$ cat config.mk
export PLATFORM = sky130hd
export DESIGN_NAME = bat_matcher
export DESIGN_NICKNAME = d
export VERILOG_FILES = /design/src/rtl/bat_pkg.sv /design/src/rtl/bat_reg_bank.sv /design/src/rtl/bat_entry_match.sv /design/src/rtl/bat_first_hit.sv /design/src/rtl/bat_matcher.sv
export SDC_FILE = /design/constraint.sdc
export NUM_CORES = 1
export LEC_CHECK = 0
export CAP_MARGIN = 25
export CORE_ASPECT_RATIO = 1.1
export CORE_MARGIN = 8
export CORE_UTILIZATION = 30
export DETAILED_ROUTE_END_ITERATION = 16
export DONT_BUFFER_PORTS = 1
export HOLD_SLACK_MARGIN = 0.05
export PLACE_DENSITY = 0.54
export SLEW_MARGIN = 20
export SYNTH_ARGS = -nofsm -noshare
export SYNTH_HDL_FRONTEND = slang
export SYNTH_SLANG_ARGS = --single-unit
$ cat constraint.sdc
create_clock -name clk -period 4.4 [get_ports clk]
set_input_delay 0.44 -clock clk [delete_from_list [all_inputs] [get_ports clk]]
set_output_delay 0.44 -clock clk [all_outputs]
set_load 0.05 [all_outputs]
$ cat src/rtl/bat_pkg.sv
package bat_pkg;
  localparam int ADDR_W   = 32;
  localparam int EPI_LSB  = 17;
  localparam int LEN_MSB  = 12;
  localparam int LEN_LSB  = 2;
  localparam int LEN_W    = LEN_MSB - LEN_LSB + 1;
  localparam int SUP_BIT  = 1;
  localparam int USR_BIT  = 0;
  localparam int PROT_W   = 2;
  localparam int NUM_SETS = 2;
  localparam int SET_DATA = 0;
  localparam int SET_INST = 1;

  typedef logic [ADDR_W-1:0] word_t;

  typedef struct packed {
    logic rd;
    logic wr;
    logic ex;
  } rights_t;

  // Compare mask: index field minus the length bits moved onto the index.
  function automatic word_t block_mask(word_t upper);
    word_t idx_field;
    word_t len_field;
    idx_field = {{(ADDR_W-EPI_LSB){1'b1}}, {EPI_LSB{1'b0}}};
    len_field = {{(ADDR_W-LEN_W){1'b0}}, upper[LEN_MSB:LEN_LSB]} << (EPI_LSB - LEN_LSB - 0) >> 0;
    len_field = {{(ADDR_W-LEN_W){1'b0}}, upper[LEN_MSB:LEN_LSB]} << EPI_LSB;
    return idx_field & ~len_field;
  endfunction

  function automatic logic entry_enabled(word_t upper, logic user);
    return user ? upper[USR_BIT] : upper[SUP_BIT];
  endfunction

  function automatic logic block_match(word_t upper, word_t ea, word_t mask);
    return (ea & mask) == (upper & {{(ADDR_W-EPI_LSB){1'b1}}, {EPI_LSB{1'b0}}});
  endfunction

  function automatic word_t block_phys(word_t lower, word_t ea, word_t mask);
    return (lower & mask) | (ea & ~mask);
  endfunction

  function automatic rights_t decode_rights(logic [PROT_W-1:0] code);
    rights_t r;
    r = '0;
    if (code != '0) begin
      r.rd = 1'b1;
      r.ex = 1'b1;
      r.wr = (code == 2'd2);
    end
    return r;
  endfunction

  function automatic logic access_denied(rights_t r, logic fetch, logic write);
    if (fetch)      return !r.ex;
    else if (write) return !r.wr;
    else            return !r.rd;
  endfunction
endpackage

$ cat src/rtl/bat_reg_bank.sv
module bat_reg_bank
  import bat_pkg::*;
#(
  parameter int ENTRIES = 4,
  parameter int IDX_W   = 2
) (
  input  logic             clk,
  input  logic             rst_n,
  input  logic             wr_en,
  input  logic             wr_upper,
  input  logic [IDX_W-1:0] wr_idx,
  input  word_t            wr_data,
  output word_t            upper_q [ENTRIES],
  output word_t            lower_q [ENTRIES]
);
  always_ff @(posedge clk or negedge rst_n) begin
    if (!rst_n) begin
      for (int e = 0; e < ENTRIES; e++) begin
        upper_q[e] <= '0;
        lower_q[e] <= '0;
      end
    end else if (wr_en) begin
      for (int e = 0; e < ENTRIES; e++) begin
        if (wr_idx == IDX_W'(e)) begin
          if (wr_upper) upper_q[e] <= wr_data;
          else          lower_q[e] <= wr_data;
        end
      end
    end
  end
endmodule

$ cat src/rtl/bat_entry_match.sv
module bat_entry_match
  import bat_pkg::*;
#(
  parameter int PAGE_BITS = 12,
  localparam int PAGE_W   = ADDR_W - PAGE_BITS
) (
  input  word_t               upper,
  input  word_t               lower,
  input  word_t               ea,
  input  logic                user,
  output logic                hit,
  output logic [PAGE_W-1:0]   page,
  output logic [PROT_W-1:0]   code
);
  word_t mask;
  word_t phys;
  logic  enabled;
  logic  unused_page_offset;

  always_comb begin
    mask    = block_mask(upper);
    enabled = entry_enabled(upper, user);
    phys    = block_phys(lower, ea, mask);
    hit     = enabled && block_match(upper, ea, mask);
    page    = phys[ADDR_W-1:PAGE_BITS];
    code    = lower[PROT_W-1:0];
  end

  assign unused_page_offset = ^phys[PAGE_BITS-1:0];
endmodule

$ cat src/rtl/bat_first_hit.sv
module bat_first_hit #(
  parameter int ENTRIES = 4
) (
  input  logic [ENTRIES-1:0] hits,
  output logic [ENTRIES-1:0] grant,
  output logic               any
);
  always_comb begin
    grant = '0;
    any   = 1'b0;
    for (int i = 0; i < ENTRIES; i++) begin
      if (hits[i] && !any) begin
        grant[i] = 1'b1;
        any      = 1'b1;
      end
    end
  end
endmodule

$ cat src/rtl/bat_matcher.sv
module bat_matcher
  import bat_pkg::*;
#(
  parameter int ENTRIES   = 4,
  parameter int PAGE_BITS = 12,
  localparam int IDX_W    = (ENTRIES > 1) ? $clog2(ENTRIES) : 1,
  localparam int PAGE_W   = ADDR_W - PAGE_BITS
) (
  input  logic              clk,
  input  logic              rst_n,
  input  logic              wr_en,
  input  logic              wr_iset,
  input  logic              wr_upper,
  input  logic [IDX_W-1:0]  wr_idx,
  input  logic [31:0]       wr_data,
  input  logic              req_valid,
  input  logic [31:0]       req_addr,
  input  logic              req_fetch,
  input  logic              req_write,
  input  logic              req_user,
  output logic              rsp_valid,
  output logic              rsp_hit,
  output logic              rsp_fault,
  output logic [PAGE_W-1:0] rsp_page,
  output logic [2:0]        rsp_rights
);
  word_t set_upper [NUM_SETS][ENTRIES];
  word_t set_lower [NUM_SETS][ENTRIES];
  word_t cur_upper [ENTRIES];
  word_t cur_lower [ENTRIES];

  logic [ENTRIES-1:0]             hit_vec;
  logic [ENTRIES-1:0]             grant_vec;
  logic [ENTRIES-1:0][PAGE_W-1:0] entry_page;
  logic [ENTRIES-1:0][PROT_W-1:0] entry_code;

  logic              lookup_hit;
  logic              lookup_fault;
  logic [PAGE_W-1:0] win_page;
  logic [PROT_W-1:0] win_code;
  rights_t           win_rights;

  for (genvar s = 0; s < NUM_SETS; s++) begin : g_set
    logic set_wr;
    assign set_wr = wr_en && (wr_iset == (s == SET_INST));
    bat_reg_bank #(.ENTRIES(ENTRIES), .IDX_W(IDX_W)) u_bank (
      .clk      (clk),
      .rst_n    (rst_n),
      .wr_en    (set_wr),
      .wr_upper (wr_upper),
      .wr_idx   (wr_idx),
      .wr_data  (wr_data),
      .upper_q  (set_upper[s]),
      .lower_q  (set_lower[s])
    );
  end

  always_comb begin
    for (int e = 0; e < ENTRIES; e++) begin
      cur_upper[e] = req_fetch ? set_upper[SET_INST][e] : set_upper[SET_DATA][e];
      cur_lower[e] = req_fetch ? set_lower[SET_INST][e] : set_lower[SET_DATA][e];
    end
  end

  for (genvar e = 0; e < ENTRIES; e++) begin : g_entry
    bat_entry_match #(.PAGE_BITS(PAGE_BITS)) u_match (
      .upper (cur_upper[e]),
      .lower (cur_lower[e]),
      .ea    (req_addr),
      .user  (req_user),
      .hit   (hit_vec[e]),
      .page  (entry_page[e]),
      .code  (entry_code[e])
    );
  end

  bat_first_hit #(.ENTRIES(ENTRIES)) u_pick (
    .hits  (hit_vec),
    .grant (grant_vec),
    .any   (lookup_hit)
  );

  always_comb begin
    win_page = '0;
    win_code = '0;
    for (int e = 0; e < ENTRIES; e++) begin
      if (grant_vec[e]) begin
        win_page = win_page | entry_page[e];
        win_code = win_code | entry_code[e];
      end
    end
    win_rights   = decode_rights(win_code);
    lookup_fault = lookup_hit && access_denied(win_rights, req_fetch, req_write);
  end

  always_ff @(posedge clk or negedge rst_n) begin
    if (!rst_n) begin
      rsp_valid  <= 1'b0;
      rsp_hit    <= 1'b0;
      rsp_fault  <= 1'b0;
      rsp_page   <= '0;
      rsp_rights <= '0;
    end else begin
      rsp_valid <= req_valid;
      if (req_valid) begin
        rsp_hit    <= lookup_hit;
        rsp_fault  <= lookup_fault;
        rsp_page   <= lookup_hit ? win_page : '0;
        rsp_rights <= lookup_hit ? win_rights : '0;
      end
    end
  end
endmodule

### Yosys cells after proc, flatten, opt, wreduce, memory -nomap -nowiden

Cells that the tools add are included.

* reductions and logical operators: 34
* shifts and indexed selects: 0
* $lt $le $gt $ge: 0
* multiply operators: 0
* bitwise logic cells: 32
* equality and inequality tests: 8
* mux-type cells: 32
* divide/modulo/power cells: 0
* $add $sub $neg: 0

Operators with widths (count)
* AND 32 bit: 12
* two-way mux 32 bit: 8
* equality test 32 bit: 4
* NOT 28 -> 32 bit: 4
* NOT 32 bit: 4
* OR 32 bit: 4
* two-way mux 20 bit: 5
* OR 20 bit: 3
* AND reduction 3 bit: 16
* two-way mux 1 bit: 13
* logical AND 1 bit: 10
* two-way mux 2 bit: 4
* equality test 2 bit (second input constant): 3
* logical NOT 1 bit: 6
* two-way mux 3 bit: 2
* OR 2 bit: 3
* equality test 2 x 1 -> 1 bit (second input constant): 1
* logical NOT 2 bit: 1
* NOT 1 bit: 2
* nonzero test 2 bit: 1

* bits in latches: 0
* memory bits (writable): 0
* memories kept: 0
* bits in read-only memories: 0
* output and inout bits: 26
* bits in registers: 538

### Logic depth before layout (Yosys ltp)

* depth after elaboration: 22
* gate-level depth with buffers: 13

### Modules after synthesis

A second synthesis with hierarchy kept.

* cells, all modules: 1752
* area, all modules: 26766.9 µm²

Modules (own cells, without submodules)
* bat_reg_bank: area an instance 9625.5 µm², cells an instance 551, times used 2
* bat_matcher: area an instance 5626.6 µm², cells an instance 425, times used 1
* bat_entry_match: area an instance 462.9 µm², cells an instance 55, times used 4
* bat_first_hit: area an instance 37.5 µm², cells an instance 5, times used 1

### Worst setup path before layout

Ideal clock, no wire load.

* path kind: input port to flip-flop
* start: in req_fetch
* end: reg rsp_fault
* library setup time: 0.131 ns
* data arrival time: 2.582 ns
* stages on the path: 13
* buffers on the path: 4
* setup slack: 1.687 ns
* cells stage by stage: buf_6 > buf_6 > buf_6 > buf_4 > nor3b_1 > o21ai_0 > o2111ai_1 > nor3_1 > nand4_2 > nor4b_4 > a22o_2 > mux2i_1 > o22ai_2

* cells in the longest elaborated chain, start to end: 22

RTL lines
* start, declared: line bat_matcher.sv:18 `input logic req_fetch,`
* two-way mux 32 bit: line bat_matcher.sv:60 `cur_upper[e] = req_fetch ? set_upper[SET_INST][e] : set_upper[SET_DATA][e];`
* NOT 28 -> 32 bit: line bat_pkg.sv:29 `return idx_field & ~len_field;`
* AND 32 bit: line bat_pkg.sv:37 `return (ea & mask) == (upper & {{(ADDR_W-EPI_LSB){1'b1}}, {EPI_LSB{1'b0}}});`
* equality test 32 bit: line bat_pkg.sv:37
* logical AND 1 bit: line bat_entry_match.sv:24 `hit = enabled && block_match(upper, ea, mask);`
* two-way mux 1 bit: line bat_first_hit.sv:12 `if (hits[i] && !any) begin`
* logical NOT 1 bit: line bat_first_hit.sv:12
* logical AND 1 bit: line bat_first_hit.sv:12
* (+6 left out)
* two-way mux 1 bit: line bat_first_hit.sv:12
* two-way mux 2 bit: line bat_matcher.sv:87 `if (grant_vec[e]) begin`
* equality test 2 bit / nonzero test 2 bit (equally long branches): line bat_pkg.sv:50, bat_pkg.sv:47
* two-way mux 3 bit: line bat_pkg.sv:47 `if (code != '0) begin`
* logical NOT 1 bit, on equally long branches: line bat_pkg.sv:57, bat_pkg.sv:58
* two-way mux 1 bit: line bat_pkg.sv:57 `else if (write) return !r.wr;`
* two-way mux 1 bit: line bat_pkg.sv:56 `if (fetch) return !r.ex;`
* logical AND 1 bit (*): line bat_matcher.sv:93 `lookup_fault = lookup_hit && access_denied(win_rights, req_fetch, req_write);`
* end signal, assigned: line bat_matcher.sv:107 `rsp_fault <= lookup_fault;`
* end, declared: line bat_matcher.sv:23 `output logic rsp_fault,`

Mark *: on every way between the ends. The rest lies on a longest branch, timed or not.
A chain may end at the register's enable or synchronous reset.

### Worst setup path after layout

* start: reg g_set[0].u_bank.upper_q[74] (netlist name)
* end: reg rsp_page[18]

* cells in the longest elaborated chain, start to end: 15

RTL lines
* start, declared: line bat_reg_bank.sv:13 `output word_t upper_q [ENTRIES],`
* start signal, assigned by index: line bat_reg_bank.sv:25 `if (wr_upper) upper_q[e] <= wr_data;`
* two-way mux 32 bit (*): line bat_matcher.sv:60
* NOT 28 -> 32 bit (*): line bat_pkg.sv:29
* AND 32 bit (*): line bat_pkg.sv:37
* equality test 32 bit (*): line bat_pkg.sv:37
* logical AND 1 bit (*): line bat_entry_match.sv:24
* logical AND 1 bit (*): line bat_first_hit.sv:12
* two-way mux 1 bit: line bat_first_hit.sv:12
* logical NOT 1 bit: line bat_first_hit.sv:12
* logical AND 1 bit: line bat_first_hit.sv:12
* two-way mux 1 bit: line bat_first_hit.sv:12
* logical NOT 1 bit: line bat_first_hit.sv:12
* logical AND 1 bit: line bat_first_hit.sv:12
* two-way mux 1 bit: line bat_first_hit.sv:12
* two-way mux 20 bit: line bat_matcher.sv:87
* two-way mux 20 bit (*): line bat_matcher.sv:108 `rsp_page <= lookup_hit ? win_page : '0;`
* end signal, assigned: line bat_matcher.sv:108
* end, declared: line bat_matcher.sv:24 `output logic [PAGE_W-1:0] rsp_page,`

Marked as above.

==> flow_summary.toml <==
[outcome]
status = "finished with violations"
violations = "hold timing, slew limit"

[timing]
setup_tns_ns = 0
slew_violations = 203
tightest_slew_ns = 1.87
rsz0062_at_grt = "false"
finalClockSkew_ns = 0.0214
hold_viol = 259
min_period_ns = 3.46
maxSlewHeadroom = -0.247
max_freq_ghz = 0.289
hold_ws_ns = -0.371
layout_setup_ws_ns = 0.944
setup_violations = 0
fin_crit_sh = 0.785

[grt]
antenna_found_initial = 8
grt_max_degree = 386
gr-total-overflow = 0
grt_first_pass_wirelength_mm = 93.7
grt_pass1_vias = 13366
grt_usage = 0.173

[power_and_ir_drop]
p_per_area_nw_per_um2 = 475
ir_drop_mv = 0.228
fin_total_pwr_mw = 10.3
p_leak_nw = 8.94

[synthesis]
synth_seq_cells = 385
synth_most_common_cell = "dfrtp_1"
syn_area_um2 = 19000
syn_avg_cell_area_um2 = 12.2
synth_cell_types = 60
yosys-top-cells-area = "dfrtp_1 51%, mux2_2 23%, mux2i_1 4.9%, o21ai_0 2.4%, clkbuf_1 1.4%"
ys_top_cells_by_count = "385 x dfrtp_1, 380 x mux2_2, 92 x mux2i_1, 90 x o21ai_0, 69 x clkbuf_1"
ys_warn_count = 0
synth_top_cell_area_share = 0.508
synth-edff-count = 0
synth_nets = 1627
synthArstFlopShare = 1.00
synth_top_area_cell = "dfrtp_1"
synth_ff_type = "dfrtp_1"
ys_seq_area_frac = 0.508
netlist_instances = 1552

[setup_path]
cpPeakStageDelay_ns = 0.73
critPathCaptureType = "flip-flop"
critPathRequiredTime_ns = 4.79
cp.arrival_ns = 3.85
crit_type = "flip-flop to flip-flop"
slowest_stage = "nor4b_1"
r2r_slack_ns = 0.94
path_cells = "nor4b_1 -> nor4_1 -> nand4_1 -> nor4_2 -> buf_4 -> and2_2 -> nor3b_2 -> buf_4 -> nand2_1 -> nand2_1 -> o22ai_1"
path_max_fanout = 7
start_kind = "flip-flop"

[finish]
drive_above_1_share = 0.313
fillers = 6171
fin_nets = 1647
area_delta_synth_final_pct = 14.3
layoutNonFillerInstCount = 2442

[clock_network]
ctsHoldBuffers = 51
clock_path_buffers = 3
clk_latency_ns = 0.55
h-tree-depth = 2
cts_tree = "yes"
root_buffer = "clkbuf_16"
post-cts-setup-buffers = 0
ctsResizeCount = 0
numCtsBuffers = 41
path_clk_slew_ns = 0.06
cts_num_sinks = 385

[place]
place.port_buffers = 0
dp.cells = 2310
post-place-ws_ns = 0.581
dp_hpwl_mm = 39.8
gp_congestion = 0.864

[routing]
avgViaCountPerCell = 5.37
vias = 13109
remaining_drc_errors = 0
first_pass_iters = 5
wl_per_cell_um = 25.9
drt_iter0_drc = 1130
ant_nets = 0
wl_mm = 63.1

[floorplan]
start_util = 0.304
ios = 101
die_area_um2 = 71500
die-height_um = 280
die_w_um = 256
core_region_area_um2 = 62500
rows = 96

[hold_path]
hold_class = "input port to async pin"

[job]
maxCapViolations = 0
## critical path, delay by kind of cell, from the launching register on
family / cells / cell delay (ns)
buffers and inverters: 2 / 0.48
flip-flops: 1 / 0.41
AO/OA/AOI/OAI: 1 / 0.14
AND/OR/NAND/NOR: 8 / 2.27
## final cells by class
class                   count  area [um2]  area share
clock buffers              62        1250      0.0575
flip-flops and latches    385        9630       0.444
inverters                  39         146     0.00675
diodes                      6        15.0    0.000693
multi-input cells        1024        8740       0.403
clock inverters            12         116     0.00537
repair buffers             81         734      0.0339
well taps                 833        1040      0.0481
## stage by stage
stage	util	hold WS (ns)	cell area, um2
2_1_floorplan	-	0.144	19000
3_3_place_gp	0.317	0.181	19800
3_5_place_dp	0.317	0.183	19800
4_1_cts	0.347	-0.405	21700
5_1_grt	0.347	-0.406	21700
6_report	0.347	-0.371	21700
## cells in the final DEF, fill, tap and decap left out, types with 24 or more instances in the layout
| cell | n |
|---|---|
| mux2_2 | 380 |
| mux2i_1 | 92 |
| a21oi_1 | 25 |
| inv_1 | 39 |
| buf_4 | 29 |
| nor2b_1 | 24 |
| nand2b_1 | 34 |
| nor2_1 | 41 |
| clkbuf_16 | 43 |
| nor3_1 | 47 |
| o21ai_0 | 90 |
| dlygate4sd3_1 | 50 |
| dfrtp_1 | 385 |
| nand2_1 | 28 |
## worst paths after layout
check	start	to	cells after the start
worst max-delay path	g_set[0].u_bank.upper_q[74]	rsp_page[18]	11
worst min-delay path	rst_n	g_set[1].u_bank.upper_q[124]	0
worst max register to register	g_set[0].u_bank.upper_q[74]	rsp_page[18]	11
worst min register to register	g_set[0].u_bank.lower_q[56]	g_set[0].u_bank.lower_q[56]	1
max in group asynchronous	rst_n	g_set[1].u_bank.lower_q[55]	0
min in group clk	wr_data[0]	g_set[0].u_bank.lower_q[64]	1
## flip-flops by register name (all words and copies together) (netlist names)
signal / flops
rsp_rights: 2
g_set.u_bank.lower_q: 136
rsp_fault: 1
rsp_page: 20
g_set.u_bank.upper_q: 224
rsp_hit: 1
rsp_valid: 1
## layer usage
metal,vias up,share of wire,global-route usage
met5,-,0.00048,0
met4,4,0.036,0.0633
met3,100,0.048,0.0281
met2,339,0.50,0.301
met1,6910,0.42,0.214
li1,5756,-,-
## kinds of logic after synthesis
| family | count (synthesis) | share of synthesized area |
|---|---|---|
| flip-flops | 385 | 0.508 |
| XOR/XNOR | 17 | 0.00785 |
| AND/OR/NAND/NOR | 288 | 0.0866 |
| AO/OA/AOI/OAI | 245 | 0.0866 |
| multiplexers | 474 | 0.277 |
| buffers and inverters | 143 | 0.0344 |
## report_power, final
group | total (mW) | switching, mW | internal [mW]
combinational | 1.88 | 0.823 | 1.06
clock | 3.50 | 1.43 | 2.07
sequential | 4.92 | 0.610 | 4.31
No activity file was read; power rests on OpenSTA's default activity.
